==> config.mk <==
export PLATFORM = sky130hd
export DESIGN_NAME = smb_strap_slave
export DESIGN_NICKNAME = d
export VERILOG_FILES = /design/src/rtl/smb_pkg.sv /design/src/rtl/smb_line_sync.sv /design/src/rtl/smb_idle_timer.sv /design/src/rtl/smb_regbank.sv /design/src/rtl/smb_strap_slave.sv
export SDC_FILE = /design/constraint.sdc
export NUM_CORES = 1
export LEC_CHECK = 0
export BUFFER_PORTS_ARGS = -buffer_cell sky130_fd_sc_hd__buf_2
export CAP_MARGIN = 20
export CORE_MARGIN = 1.5
export CORE_UTILIZATION = 52
export CTS_CLUSTER_DIAMETER = 100
export DETAILED_ROUTE_END_ITERATION = 16
export MAX_ROUTING_LAYER = met4
export PLACE_DENSITY = 0.81
export SYNTH_ARGS = -nofsm -noshare
export SYNTH_HDL_FRONTEND = slang
export SYNTH_HIERARCHICAL = 1
export SYNTH_SLANG_ARGS = --single-unit
==> constraint.sdc <==
create_clock -name clk -period 2.5 [get_ports clk]
set_input_delay 0.5 -clock clk [delete_from_list [all_inputs] [get_ports clk]]
set_output_delay 0.5 -clock clk [all_outputs]
set_load 0.01 [all_outputs]
==> src/rtl/smb_pkg.sv <==
package smb_pkg;

  typedef enum logic [2:0] {
    PH_IDLE, PH_RX, PH_ACK, PH_TX, PH_RACK, PH_IGN
  } phase_e;

  // slave address = base + strap offset
  function automatic logic [6:0] slave_addr(logic [6:0] base, logic [3:0] offs);
    return base + 7'(offs);
  endfunction

  // reset value of read/write register i
  function automatic logic [7:0] reg_default(int i);
    return 8'h5A ^ 8'(i * 17);
  endfunction

endpackage

==> src/rtl/smb_line_sync.sv <==
module smb_line_sync #(
  parameter int STAGES = 2
) (
  input  logic clk,
  input  logic rst_n,
  input  logic scl_raw,
  input  logic sda_raw,
  output logic scl_s,
  output logic sda_s,
  output logic scl_rise,
  output logic scl_fall,
  output logic start_evt,
  output logic stop_evt
);
  logic [STAGES-1:0] scl_pipe, sda_pipe;
  logic scl_q, sda_q;

  always_ff @(posedge clk or negedge rst_n) begin
    if (!rst_n) begin
      scl_pipe <= '1;
      sda_pipe <= '1;
      scl_q    <= 1'b1;
      sda_q    <= 1'b1;
    end else begin
      scl_pipe <= {scl_pipe[STAGES-2:0], scl_raw};
      sda_pipe <= {sda_pipe[STAGES-2:0], sda_raw};
      scl_q    <= scl_s;
      sda_q    <= sda_s;
    end
  end

  assign scl_s     = scl_pipe[STAGES-1];
  assign sda_s     = sda_pipe[STAGES-1];
  assign scl_rise  = scl_s & ~scl_q;
  assign scl_fall  = ~scl_s & scl_q;
  assign start_evt = scl_s & scl_q & sda_q & ~sda_s;
  assign stop_evt  = scl_s & scl_q & ~sda_q & sda_s;
endmodule

==> src/rtl/smb_idle_timer.sv <==
module smb_idle_timer #(
  parameter int TBUF_CYC  = 24,
  parameter int THIGH_CYC = 120
) (
  input  logic clk,
  input  logic rst_n,
  input  logic scl_s,
  input  logic sda_s,
  input  logic start_evt,
  input  logic stop_evt,
  output logic bus_idle
);
  localparam int CW = $clog2(THIGH_CYC + 2);
  localparam logic [CW-1:0] TBUF_L  = CW'(TBUF_CYC);
  localparam logic [CW-1:0] THIGH_L = CW'(THIGH_CYC);

  logic [CW-1:0] hi_cnt;
  logic          stop_seen;
  logic          both_high;

  assign both_high = scl_s & sda_s;

  always_ff @(posedge clk or negedge rst_n) begin
    if (!rst_n) begin
      hi_cnt    <= '0;
      stop_seen <= 1'b0;
      bus_idle  <= 1'b0;
    end else begin
      if (!both_high)           hi_cnt <= '0;
      else if (hi_cnt < THIGH_L) hi_cnt <= hi_cnt + 1'b1;
      if (stop_evt)       stop_seen <= 1'b1;
      else if (start_evt) stop_seen <= 1'b0;
      bus_idle <= both_high && ((stop_seen && hi_cnt >= TBUF_L) || hi_cnt >= THIGH_L);
    end
  end

  // any low line level ends the idle indication
  p_idle_clear_r11: assert property (@(posedge clk) disable iff (!rst_n)
    !both_high |=> !bus_idle);
endmodule

==> src/rtl/smb_regbank.sv <==
module smb_regbank #(
  parameter int NRW = 6,
  parameter int NRO = 2
) (
  input  logic             clk,
  input  logic             rst_n,
  input  logic             wr_en,
  input  logic [7:0]       wr_idx,
  input  logic [7:0]       wr_data,
  input  logic [7:0]       rd_idx,
  output logic [7:0]       rd_data,
  input  logic [NRO*8-1:0] ro_in,
  output logic [NRW*8-1:0] cfg_out
);
  import smb_pkg::*;

  for (genvar i = 0; i < NRW; i++) begin : g_rw
    logic [7:0] r;
    always_ff @(posedge clk or negedge rst_n) begin
      if (!rst_n)                          r <= reg_default(i);
      else if (wr_en && wr_idx == 8'(i))   r <= wr_data;
    end
    assign cfg_out[8*i +: 8] = r;
  end

  always_comb begin
    rd_data = 8'h00;
    for (int i = 0; i < NRW; i++)
      if (rd_idx == 8'(i)) rd_data = cfg_out[8*i +: 8];
    for (int j = 0; j < NRO; j++)
      if (rd_idx == 8'(NRW + j)) rd_data = ro_in[8*j +: 8];
  end
endmodule

==> src/rtl/smb_strap_slave.sv <==
module smb_strap_slave #(
  parameter logic [6:0] BASE_ADDR   = 7'h58,
  parameter int         NRW         = 6,
  parameter int         NRO         = 2,
  parameter int         TBUF_CYC    = 24,
  parameter int         THIGH_CYC   = 120,
  parameter int         SYNC_STAGES = 2
) (
  input  logic             clk,
  input  logic             rst_n,
  input  logic             slave_en,
  input  logic [3:0]       strap,
  input  logic             scl_in,
  input  logic             sda_in,
  output logic             sda_oe,
  output logic             bus_idle,
  input  logic [NRO*8-1:0] ro_in,
  output logic [NRW*8-1:0] cfg_out
);
  import smb_pkg::*;

  logic scl_s, sda_s, scl_rise, scl_fall, start_evt, stop_evt;
  logic [6:0] my_addr;
  phase_e     phase;
  logic [3:0] bitcnt;
  logic [7:0] rx_sh, tx_sh, ptr, rd_data;
  logic       addr_byte, want_ptr, rw_q, nack_q, drv;
  logic       byte_done, wr_en;

  smb_line_sync #(.STAGES(SYNC_STAGES)) u_sync (
    .clk(clk), .rst_n(rst_n), .scl_raw(scl_in), .sda_raw(sda_in),
    .scl_s(scl_s), .sda_s(sda_s), .scl_rise(scl_rise), .scl_fall(scl_fall),
    .start_evt(start_evt), .stop_evt(stop_evt));

  smb_idle_timer #(.TBUF_CYC(TBUF_CYC), .THIGH_CYC(THIGH_CYC)) u_idle (
    .clk(clk), .rst_n(rst_n), .scl_s(scl_s), .sda_s(sda_s),
    .start_evt(start_evt), .stop_evt(stop_evt), .bus_idle(bus_idle));

  smb_regbank #(.NRW(NRW), .NRO(NRO)) u_bank (
    .clk(clk), .rst_n(rst_n), .wr_en(wr_en), .wr_idx(ptr), .wr_data(rx_sh),
    .rd_idx(ptr), .rd_data(rd_data), .ro_in(ro_in), .cfg_out(cfg_out));

  assign my_addr   = slave_addr(BASE_ADDR, strap);
  assign byte_done = (phase == PH_RX) && scl_fall && (bitcnt == 4'd8);
  assign wr_en     = slave_en && byte_done && !addr_byte && !want_ptr;
  assign sda_oe    = drv & slave_en;

  always_ff @(posedge clk or negedge rst_n) begin
    if (!rst_n) begin
      phase     <= PH_IDLE;
      bitcnt    <= '0;
      rx_sh     <= '0;
      tx_sh     <= '0;
      ptr       <= '0;
      addr_byte <= 1'b0;
      want_ptr  <= 1'b0;
      rw_q      <= 1'b0;
      nack_q    <= 1'b0;
      drv       <= 1'b0;
    end else if (!slave_en) begin
      phase <= PH_IDLE;
      drv   <= 1'b0;
    end else if (start_evt) begin
      phase     <= PH_RX;
      bitcnt    <= '0;
      addr_byte <= 1'b1;
      drv       <= 1'b0;
    end else if (stop_evt) begin
      phase <= PH_IDLE;
      drv   <= 1'b0;
    end else begin
      unique case (phase)
        PH_RX: begin
          if (scl_rise && bitcnt < 4'd8) begin
            rx_sh  <= {rx_sh[6:0], sda_s};
            bitcnt <= bitcnt + 1'b1;
          end else if (byte_done) begin
            if (addr_byte) begin
              addr_byte <= 1'b0;
              if (rx_sh[7:1] == my_addr) begin
                drv      <= 1'b1;
                phase    <= PH_ACK;
                rw_q     <= rx_sh[0];
                want_ptr <= ~rx_sh[0];
              end else begin
                phase <= PH_IGN;
              end
            end else begin
              drv   <= 1'b1;
              phase <= PH_ACK;
              if (want_ptr) begin
                ptr      <= rx_sh;
                want_ptr <= 1'b0;
              end else begin
                ptr <= ptr + 8'd1;
              end
            end
          end
        end
        PH_ACK: if (scl_fall) begin
          bitcnt <= '0;
          if (rw_q) begin
            phase <= PH_TX;
            tx_sh <= rd_data;
            drv   <= ~rd_data[7];
            ptr   <= ptr + 8'd1;
          end else begin
            phase <= PH_RX;
            drv   <= 1'b0;
          end
        end
        PH_TX: begin
          if (scl_rise) bitcnt <= bitcnt + 1'b1;
          else if (scl_fall) begin
            if (bitcnt == 4'd8) begin
              drv    <= 1'b0;
              phase  <= PH_RACK;
              bitcnt <= '0;
            end else begin
              tx_sh <= {tx_sh[6:0], 1'b0};
              drv   <= ~tx_sh[6];
            end
          end
        end
        PH_RACK: begin
          if (scl_rise) begin
            nack_q <= sda_s;
            bitcnt <= 4'd1;
          end else if (scl_fall && bitcnt == 4'd1) begin
            bitcnt <= '0;
            if (nack_q) phase <= PH_IGN;
            else begin
              phase <= PH_TX;
              tx_sh <= rd_data;
              drv   <= ~rd_data[7];
              ptr   <= ptr + 8'd1;
            end
          end
        end
        default: ;
      endcase
    end
  end

  // disabled slave never pulls SDA
  p_en_gate_r3: assert property (@(posedge clk) disable iff (!rst_n)
    !slave_en |-> !sda_oe);

  // ignoring a foreign address or a NACKed read leaves SDA alone
  p_ignore_r2: assert property (@(posedge clk) disable iff (!rst_n)
    (phase == PH_IGN) |-> !sda_oe);

  // drive begins only while SCL is low
  p_drive_scl_low_r9: assert property (@(posedge clk) disable iff (!rst_n)
    $rose(sda_oe) |-> !scl_s);

  // output holds through SCL high except for a START/STOP release
  p_hold_scl_high_r9: assert property (@(posedge clk) disable iff (!rst_n)
    (scl_s && $past(scl_s) && $stable(slave_en) && !$past(start_evt) && !$past(stop_evt))
      |-> $stable(sda_oe));
endmodule

==> out/metrics.csv, run 1 <==
stage,metric,value,unit
clocking,htree_levels,3,
routing,num_vias,4565,
clocking,cts_sinks,98,
placed_design,place_congestion,0.9988,
worst_setup_path,worstPathArrival,2.85,ns
layout,multiInputGateArea,2933,um^2
layout,register_area,2490,um^2
layout,nets,618,
layout,drive_gt1_share,44.76,%
worst_setup_path,crit_chain,nor2b_4 > and4b_2 > nand2_2 > nor4b_4 > nor2b_4 > nand3b_4 > or3_4 > mux2_4,
floorplanning,ioPinCount,75,
routing,post_drt_via_cell_ratio,6.271,
worst_setup_path,startpoint_type,register,
timing,fin_crit_sh,103.6,%
placed_design,dp_hpwl,10.41,mm
layout,areaGrowthSynthToFinish,20.20,%
worst_setup_path,timing.critical_path.fanout_max,8,
worst_setup_path,cp_slowest_stage_delay,0.54,ns
placed_design,portBuffers,74,
global_routing,grt_max_degree,44,
worst_setup_path,crit_required,2.76,ns
worst_setup_path,path_class,register to register,
clocking,cts.path.max_buffers,2,
synth,synth-edff-count,0,
power_and_ir_drop,peakVddDrop,0.0003063,V
routing,initialDrtViolationCount,537,
synth,syn_area_per_cell,11.33,um^2
timing,hold_ws,0.1057,ns
global_routing,grt_pass1_wl,23.46,mm
timing,worst_pin_slew,0.6008,ns
hold_path,hold_path_class,input port to async pin,
worst_setup_path,crit_top_cell,nor2b_4,
global_routing,antenna_found_initial,0,
floorplanning,die-area,11170,um^2
synth,ys_warn_count,6,
routing,drtPass1Iterations,5,
worst_setup_path,critPathCaptureType,register,
timing,slew-limit-headroom,59.95,%
routing,drc,0,
timing,rsz0062_at_grt,true,
global_routing,grt_overflow_total,0,
timing,maxClockFrequency,386.2,MHz
clocking,worst_skew_pair.late_latency,0.38,ns
clocking,cts_tree,yes,
run_status,failed_checks,setup timing,
timing,fin_ws,-0.08960,ns
layout,finish.utilization,64.12,%
synth,ys_types,64,
clocking,worst_setup_hold_path_clk_slew,0.09,ns
global_routing,grt_pass1_vias,4569,
global_routing,grt_usage,27.89,%
routing,wl_per_cell,20.61,um
synth,yosys_register_bits,98,
floorplanning,fp.dieH,105.7,um
routing,totalWireLength,15.00,mm
synth,mappedNetlistArea,5483,um^2
synth,syn-num-nets,515,
timing,hold_violations,0,
power_and_ir_drop,power_leakage,3.123,nW
layout,nFillCells,773,
floorplanning,start_util,53.35,%
timing,drv_slew,0,
clocking,cts_root_buf,clkbuf_8,
floorplanning,coreArea,10280,um^2
floorplanning,dieWidth,105.7,um
synth,synth_cells,484,
flow_run,maxCapViolations,0,
routing,ant_nets,0,
floorplanning,num_rows,37,
synth,ys_seq_area_share,45.41,%
timing,setup_viol,32,
clocking,numCtsBuffers,9,
timing,skew,0.01573,ns
worst_setup_path,critPathSlowestCell,dfstp_2,
layout,diodes,0,
run_status,status,"finished, violations left",
synth,synth_ff_type,dfrtp_1,
clocking,cts_hold_buffers,0,
synth,async_reset_ff_share,100.0,%
power_and_ir_drop,powerDensity,430.7,nW/um^2
timing,period_needed,2.590,ns
[cell usage after synthesis, drive strengths merged (7+ instances only)]
| cell | count | share of area (%) |
|---|---|---|
| o21ai | 18 | 1.6 |
| a32o | 7 | 1.3 |
| buf | 17 | 2.3 |
| mux2i | 17 | 3.1 |
| dfstp | 30 | 14 |
| o22ai | 12 | 1.4 |
| o211ai | 11 | 1.5 |
| dfrtp | 68 | 31 |
| inv | 15 | 1.0 |
| and3 | 7 | 0.80 |
| a21oi | 28 | 2.9 |
| mux2 | 79 | 18 |
| nand3 | 17 | 1.6 |
| nand2 | 35 | 2.4 |
| nor2 | 16 | 1.1 |
[layout by cell type, fill, tap and decap left out, types with 4 or more instances in the layout]
cell type  instances
clkbuf_8          10
or3_4              4
mux2_2            41
a32o_1             7
nor2_1            16
buf_6              9
nand3_1           16
dfrtp_1           68
a21oi_1           23
a21oi_2            5
buf_4             29
dfstp_2           30
nor3b_1            4
nand4_1            5
buf_2             73
o21ai_0           17
nand2b_1           6
o22ai_1           12
mux2i_1           17
nor2b_1            4
a31oi_1            6
and3_1             7
inv_1             15
mux2_4            38
o211ai_1          11
ha_1               5
nand2_1           34
[metrics by stage]
stage	total power, W	setup TNS [ns]	area, um^2	setup slack [ns]	cells
2_1_floorplan	0.001727	0	5488	0.01885	484
3_3_place_gp	0.001827	-0.1663	6207	-0.02073	710
3_5_place_dp	0.001832	-0.6444	6207	-0.04692	710
4_1_cts	0.002846	-0.02974	6494	-0.01691	727
5_1_grt	0.002938	-4.268	6590	-0.1600	728
6_report	0.002838	-1.198	6590	-0.08960	728
[worst paths after layout]
check | depth (start not counted) | startpoint | to | slack (ns)
worst min register to register | 0 | u_sync/sda_pipe[0] | u_sync/sda_pipe[1] | 0.36
max in group asynchronous | 2 | rst_n | u_sync/sda_q | 1.68
worst max register to register | 8 | u_sync/scl_q | u_bank/g_rw[0].r[7] | -0.09
min in group clk | 1 | sda_in | u_sync/sda_pipe[0] | 0.22
worst max-delay path | 8 | u_sync/scl_q | u_bank/g_rw[0].r[7] | -0.09
worst min-delay path | 1 | rst_n | u_bank/g_rw[2].r[2] | 0.11
[cells by family after synthesis]
kind of cell	after synthesis	synth area share, %
simple gates	131	14.06
xor+xnor	6	0.9586
flops	98	45.41
mux	96	20.84
fa+ha+maj	6	1.369
buf+inv	37	3.697
compound gates	110	13.67
[routing by layer]
layer	vias up	share of wire [%]	global-route usage, %
met5	-	0	-
met4	0	4.2	12.55
met3	62	6.6	4.576
met2	240	48	45.87
met1	2245	41	33.89
li1	2018	-	-
[flip-flops by register name, summed over array words and instances, names as in the netlist]
register          count
u_sync/sda_q          1
u_idle/stop_seen      1
u_sync/sda_pipe       2
u_idle/bus_idle       1
u_sync/scl_q          1
rx_sh                 8
nack_q                1
addr_byte             1
bitcnt                4
rw_q                  1
u_sync/scl_pipe       2
u_bank/g_rw.r        48
ptr                   8
drv                   1
tx_sh                 7
want_ptr              1
phase                 3
u_idle/hi_cnt         7
[worst max-delay path, delay by kind of cell, from the launching register on]
family / cells / cell delay, ns
simple gates: 7 / 1.61
flops: 1 / 0.54
mux: 1 / 0.33
[power breakdown]
part           total, W  switching, W  internal, W
logic          0.000186      0.000109    0.0000774
clock network   0.00103      0.000572     0.000456
registers       0.00162     0.0000174      0.00161
[repair_timing]
item / CTS / global route
endpoints found under the setup margin: 48 / 48
resized for setup: 18 / 23
pin swaps: 1 / 2
buffers inserted: 1 / 1
[final cells by class]
cell class	count	area share, %
clock buffer	12	2.525
clock inverter	4	0.4557
inverter	15	0.8544
multi-input combinational	349	44.50
sequential	98	37.78
tap	136	2.582
timing repair buffer	114	11.30
No activity file was read; power rests on OpenSTA's default activity.
==> run 2, diff against run 1 <==
--- a/config.mk
+++ b/config.mk
@@ -11,7 +11,6 @@
 export CORE_UTILIZATION = 52
 export CTS_CLUSTER_DIAMETER = 100
 export DETAILED_ROUTE_END_ITERATION = 16
-export MAX_ROUTING_LAYER = met4
 export PLACE_DENSITY = 0.81
 export SYNTH_ARGS = -nofsm -noshare
 export SYNTH_HDL_FRONTEND = slang
==> run 2 against run 1 <==
The run still ends with setup timing left; non-clock buffer count up 2; clock skew down 0.0022 ns; power up 1.1%; clock power about the same; via count down 0.74%; core utilization up 0.15 points; final area up 0.23%; flip-flop and latch count unchanged; largest power group unchanged.
==> out/metrics.csv, run 2 (synthesized netlist as in run 1, its figures left out) <==
stage,metric,value,unit,change
run_status,status,"finished, violations left",,
run_status,failed_checks,setup timing,,
layout,largest-register,u_bank/g_rw.r,,
global_routing,grt_overflow_total,0,,unchanged
floorplanning,die-area,11170,um^2,unchanged
layout,final_cell_mix,"73 x buf_2, 68 x dfrtp_1, 43 x mux2_2",,
global_routing,use_met1,33.67,%,-0.22 points
routing,totalWireLength,14.85,mm,-1.0%
timing,tns,-1.067,ns,+0.1304 ns
power_and_ir_drop,p_int,0.002159,W,+0.85%
power_and_ir_drop,p_sw,0.0007106,W,+1.9%
layout,diodes,0,,unchanged
timing,setup_viol,30,,-6.3%
timing,fin_crit_sh,103.6,%,about the same
global_routing,grt_max_degree,44,,unchanged
worst_setup_path,critPathSlowestCell,dfstp_2,,
global_routing,grt_pass1_wl,22.97,mm,-2.1%
floorplanning,num_rows,37,,unchanged
routing,initialDrtViolationCount,459,,-15%
clocking,cts_tree,yes,,
clocking,htree_levels,3,,unchanged
flow_run,maxCapViolations,0,,unchanged
layout,nFillCells,763,,-1.3%
routing,drtPass1Iterations,5,,unchanged
layout,final_common_cell,buf_2,,
global_routing,gr-usage-met2,45.04,%,-0.83 points
placed_design,place_congestion,0.9695,,-2.9%
global_routing,grt_usage,26.54,%,-1.4 points
power_and_ir_drop,comb_power_share,6.5,%,about the same
power_and_ir_drop,powerDensity,434.4,nW/um^2,+0.87%
hold_path,hold_path_class,input port to async pin,,
floorplanning,dieWidth,105.7,um,unchanged
clocking,worst_setup_hold_path_clk_slew,0.10,ns,about the same
timing,maxClockFrequency,386.2,MHz,about the same
worst_setup_path,critPathCaptureType,register,,
timing,skew,0.01348,ns,-0.002249 ns
global_routing,grt_util_met3,4.824,%,+0.25 points
clocking,cts.path.max_buffers,2,,unchanged
clocking,cts_sinks,98,,unchanged
timing,hold_violations,0,,unchanged
global_routing,antenna_found_initial,0,,unchanged
routing,num_vias,4531,,-0.74%
power_and_ir_drop,clock_power_share,36.9,%,+0.7 points
global_routing,gr-max-usage-layer,met2,,
routing,ant_nets,0,,unchanged
worst_setup_path,crit_required,2.77,ns,about the same
global_routing,grt_pass1_vias,4399,,-3.7%
timing,fin_ws,-0.08948,ns,+0.0001223 ns
layout,fin_cells,730,,+0.27%
timing,slew-limit-headroom,59.91,%,about the same
worst_setup_path,crit_chain,nor2b_4 > and4b_2 > nand2_4 > nor4b_4 > nor2b_4 > nand3b_4 > buf_6 > nor3_4 > buf_6 > mux2_4,,
routing,drc,0,,unchanged
power_and_ir_drop,switching_share,24.76,%,+0.19 points
timing,period_needed,2.589,ns,-0.0001223 ns
layout,areaGrowthSynthToFinish,20.47,%,
worst_setup_path,cp_slowest_stage_delay,0.54,ns,about the same
worst_setup_path,path_class,register to register,,
routing,post_drt_via_cell_ratio,6.207,,-1.0%
clocking,worst_skew_pair.late_latency,0.38,ns,about the same
clocking,cts_root_buf,clkbuf_8,,
layout,nets,620,,+0.32%
clocking,cts_hold_buffers,0,,unchanged
power_and_ir_drop,p_seq_share,56.6,%,-0.6 points
layout,top_regs,"u_bank/g_rw.r (48), ptr (8), rx_sh (8)",,
floorplanning,ioPinCount,75,,unchanged
timing,drv_slew,0,,unchanged
placed_design,portBuffers,74,,unchanged
placed_design,post-place-cells,710,,unchanged
floorplanning,start_util,53.35,%,unchanged
floorplanning,coreArea,10280,um^2,unchanged
layout,largest_register_ffs,48,,unchanged
placed_design,dp_hpwl,10.31,mm,-1.0%
worst_setup_path,startpoint_type,register,,
power_and_ir_drop,peakVddDrop,0.0003689,V,+20%
worst_setup_path,timing.critical_path.fanout_max,4,,-4
floorplanning,fp.dieH,105.7,um,unchanged
timing,worst_pin_slew,0.6013,ns,+0.0004822 ns
timing,rsz0062_at_grt,true,,
power_and_ir_drop,power_leakage,3.141,nW,+0.56%
clocking,numCtsBuffers,9,,unchanged
layout,drive_gt1_share,44.78,%,about the same
routing,wl_per_cell,20.34,um,-1.3%
worst_setup_path,worstPathArrival,2.86,ns,about the same
-- run 2: critical path, delay by kind of cell, from the launching register on --
kind,cells,cell delay [ns]
simple gates,7,1.32
flops,1,0.54
buf+inv,2,0.31
mux,1,0.30
-- run 2: path summary, 6_finish.rpt --
check                           slack (ns)                  end                from  cells past startpoint
worst max-delay path                 -0.09  u_bank/g_rw[4].r[5]        u_sync/scl_q                     10
min in group clk                      0.22   u_sync/sda_pipe[0]              sda_in                      1
worst min-delay path                  0.09  u_bank/g_rw[0].r[5]               rst_n                      1
worst min register to register        0.36   u_sync/scl_pipe[1]  u_sync/scl_pipe[0]                      0
max in group asynchronous             1.69   u_sync/sda_pipe[1]               rst_n                      2
worst max register to register       -0.09  u_bank/g_rw[4].r[5]        u_sync/scl_q                     10
-- run 2: power groups by stage --
stage / Sequential [W] / Combinational [W] / Clock (W)
global route: 0.00163 / 0.000205 / 0.00114
finish: 0.00162 / 0.000185 / 0.00106
CTS: 0.00162 / 0.000180 / 0.00108
floorplan: 0.00165 / 0.0000768 / 0
global placement: 0.00165 / 0.000176 / 0
detailed placement: 0.00165 / 0.000179 / 0
-- run 2: cell type report --
| type | count | area (um^2) | area share (%) |
|---|---|---|---|
| Clock buffer | 10 | 127.6 | 1.932 |
| Clock inverter | 6 | 73.82 | 1.118 |
| Inverter | 15 | 56.30 | 0.8524 |
| Multi-Input combinational cell | 349 | 2935 | 44.44 |
| Sequential cell | 98 | 2490 | 37.70 |
| Tap cell | 136 | 170.2 | 2.576 |
| Timing Repair Buffer | 116 | 752.0 | 11.38 |
-- run 2: layer usage --
| layer | vias to the layer above | share of wire (%) |
|---|---|---|
| li1 | 2012 | - |
| met1 | 2262 | 41 |
| met2 | 209 | 49 |
| met3 | 48 | 6.0 |
| met4 | 0 | 4.3 |
| met5 | - | 0 |
-- run 2: what timing repair did --
action	4_1_cts	5_1_grt
setup buffers	1	3
gates resized for setup	7	31
endpoints found under the setup margin	47	48
pin swaps	1	5
-- run 2: stage by stage --
step | hold WS [ns] | power, W | utilization (%) | cell area [um^2] | setup slack, ns
floorplan | 0.2044 | 0.001727 | - | 5488 | 0.01885
global placement | 0.3460 | 0.001826 | 60.40 | 6207 | -0.03100
detailed placement | 0.3491 | 0.001830 | 60.40 | 6207 | -0.08877
CTS | 0.1007 | 0.002881 | 62.75 | 6449 | -0.04106
global route | 0.1139 | 0.002970 | 64.27 | 6605 | -0.1733
finish | 0.09404 | 0.002869 | 64.27 | 6605 | -0.08948
==> run 3, diff against run 2 <==
--- a/config.mk
+++ b/config.mk
@@ -11,7 +11,7 @@
 export CORE_UTILIZATION = 52
 export CTS_CLUSTER_DIAMETER = 100
 export DETAILED_ROUTE_END_ITERATION = 16
-export PLACE_DENSITY = 0.81
+export PLACE_DENSITY_LB_ADDON = 0.3
 export SYNTH_ARGS = -nofsm -noshare
 export SYNTH_HDL_FRONTEND = slang
 export SYNTH_HIERARCHICAL = 1
==> run 3 against run 2 <==
Cell count unchanged; critical path depth down 1; maximum frequency up 0.66%; combinational power about the same; register-to-register slack better by 0.02 ns; sequential share of layout area up 0.25 points; routed wire length down 3.9%; the flow still finishes with violations (setup timing); sequential power about the same; critical path type unchanged; clock power down 9%; power down 3.3%; clock skew down 0.0029 ns; via count down 2.5%.
==> out/metrics.csv, run 3 (synthesized netlist as in run 1, its figures left out) <==
stage,metric,value,unit,change
run_status,status,"finished, violations left",,
run_status,failed_checks,setup timing,,
routing,ant_nets,0,,unchanged
clocking,cts_sinks,98,,unchanged
worst_setup_path,path_class,register to register,,
timing,fin_ws,-0.07252,ns,+0.01696 ns
layout,fin_cells,730,,unchanged
layout,areaGrowthSynthToFinish,19.67,%,
hold_path,hold_path_class,input port to async pin,,
worst_setup_path,worstPathArrival,2.83,ns,-0.03 ns
worst_setup_path,crit_required,2.76,ns,about the same
clocking,numCtsBuffers,9,,unchanged
layout,drive_gt1_share,44.78,%,unchanged
timing,slew-limit-headroom,57.14,%,-2.8 points
placed_design,dpl-instance-area,6202,um^2,about the same
clocking,cts_root_buf,clkbuf_8,,
routing,post_drt_via_cell_ratio,6.051,,-2.5%
clocking,worst_setup_hold_path_clk_slew,0.10,ns,about the same
clocking,cts.path.max_buffers,2,,unchanged
clocking,worst_skew_pair.late_latency,0.37,ns,about the same
placed_design,dp_hpwl,10.14,mm,-1.6%
global_routing,grt_max_degree,63,,+43%
routing,drtPass1Iterations,5,,unchanged
placed_design,post-place-ws,-0.04526,ns,+0.04351 ns
layout,largest_register_ffs,48,,unchanged
timing,hold_ws,0.09057,ns,-0.003478 ns
floorplanning,num_rows,37,,unchanged
global_routing,grt_pass1_vias,4464,,+1.5%
routing,drc,0,,unchanged
timing,maxClockFrequency,388.7,MHz,+0.66%
timing,rsz0062_at_grt,true,,
floorplanning,die-area,11170,um^2,unchanged
global_routing,grt_usage,26.09,%,-0.45 points
layout,final_common_cell,buf_2,,
placed_design,portBuffers,74,,unchanged
worst_setup_path,r2r_end,u_bank/g_rw[2].r[1],,
placed_design,post-place-cells,711,,+0.14%
worst_setup_path,critPathCaptureType,register,,
timing,worst_pin_slew,0.6429,ns,+0.04158 ns
timing,setup_viol,31,,+3.3%
power_and_ir_drop,finalPower,0.002774,W,-3.3%
global_routing,grt_overflow_total,0,,unchanged
worst_setup_path,rrSetupSlack,-0.07,ns,+0.02 ns
floorplanning,start_util,53.35,%,unchanged
layout,nets,620,,unchanged
floorplanning,fp.dieH,105.7,um,unchanged
routing,initialDrtViolationCount,392,,-15%
timing,drv_slew,0,,unchanged
worst_setup_path,startpoint_type,register,,
placed_design,place_congestion,0.9250,,-4.6%
clocking,cts_tree,yes,,
clocking,htree_levels,3,,unchanged
flow_run,maxCapViolations,0,,unchanged
global_routing,grt_pass1_wl,22.82,mm,-0.66%
routing,totalWireLength,14.27,mm,-3.9%
timing,hold_violations,0,,unchanged
layout,final_cell_area,6561,um^2,-0.66%
layout,diodes,0,,unchanged
routing,num_vias,4417,,-2.5%
worst_setup_path,r2r_cells,9,,-1
power_and_ir_drop,power_leakage,3.133,nW,-0.25%
timing,period_needed,2.573,ns,-0.01696 ns
power_and_ir_drop,peakVddDrop,0.0003197,V,-13%
layout,final_cell_mix,"73 x buf_2, 68 x dfrtp_1, 43 x mux2_2",,
floorplanning,coreArea,10280,um^2,unchanged
routing,wl_per_cell,19.55,um,-3.9%
layout,top_regs,"u_bank/g_rw.r (48), ptr (8), rx_sh (8)",,
timing,fin_crit_sh,102.9,%,-0.68 points
worst_setup_path,r2r-start,u_sync/scl_q,,
timing,skew,0.01061,ns,-0.002870 ns
layout,largest-register,u_bank/g_rw.r,,
worst_setup_path,timing.critical_path.fanout_max,2,,-2
global_routing,antenna_found_initial,0,,unchanged
power_and_ir_drop,powerDensity,422.8,nW/um^2,-2.7%
floorplanning,dieWidth,105.7,um,unchanged
floorplanning,ioPinCount,75,,unchanged
==> run 3: cell types whose count changed in the layout (fill, tap and decap cells not counted) <==
cell        previous run  this run
or3_1                  0         1
clkinv_2               0         3
ha_2                   0         1
inv_8                  1         0
or3_4                  4         3
buf_12                 3         2
clkbuf_8               9        10
bufinv_16              1         0
clkbuf_1               1         0
buf_8                  0         1
ha_4                   1         0
clkinvlp_4             2         1
==> run 3: per-layer routing <==
| metal | share of wire, % | vias to the layer above | global-route usage, % |
|---|---|---|---|
| li1 | - | 2017 | - |
| met3 | 6.2 | 37 | 3.401 |
| met5 | 0 | - | 0 |
| met2 | 49 | 195 | 43.69 |
| met1 | 42 | 2168 | 33.94 |
| met4 | 3.1 | 0 | 11.39 |
==> run 3: critical path, stage by stage, from the launching register on <==
cell	delay, ns
dfstp_2	0.54
nor2b_4	0.13
and4b_2	0.29
nand2_4	0.08
nor4b_4	0.27
nor2b_4	0.21
nand3_1	0.12
or3_4	0.36
buf_4	0.16
mux2_4	0.29
==> run 3: worst max path at each step <==
stage,slack [ns],end,from,cells past startpoint
final,-0.07,u_bank/g_rw[2].r[1],u_sync/scl_q,9
after global routing,-0.18,u_bank/g_rw[0].r[5],u_sync/scl_q,9
after CTS,0.02,u_bank/g_rw[0].r[2],u_sync/scl_q,9
after detailed placement,-0.05,u_bank/g_rw[0].r[7],u_sync/scl_q,9
after global placement,-0.01,u_bank/g_rw[0].r[0],u_sync/scl_q,9
after floorplan,0.02,u_bank/g_rw[5].r[4],u_sync/scl_q,9
==> run 3: final cells by class <==
cell class,instances,area [um^2]
clock buffers,10,137.6
clock inverters,6,40.04
fillers,809,3716
inverters,15,56.30
multi-input cells,349,2920
flip-flops and latches,98,2490
well taps,136,170.2
repair buffers,116,747.0
==> run 3: repair_timing <==
item / CTS / global route
setup buffers: 1 / 2
resized for setup: 4 / 33
pin swaps: 1 / 5
endpoints found under the setup margin: 40 / 49
hold buffers: 0 / 0
==> run 3: power breakdown <==
part | switching [W] | internal, W
clock network | 0.000579 | 0.000390
registers | 0.0000164 | 0.00161
logic | 0.000108 | 0.0000752
total | 0.000703 | 0.00207
==> run 3: through the flow <==
stage	setup TNS, ns	utilization (%)
final	-1.231	63.84
after global routing	-6.042	63.84
after detailed placement	-0.5368	60.35
after global placement	-0.04327	60.35
after CTS	0	62.31
after floorplan	0	-
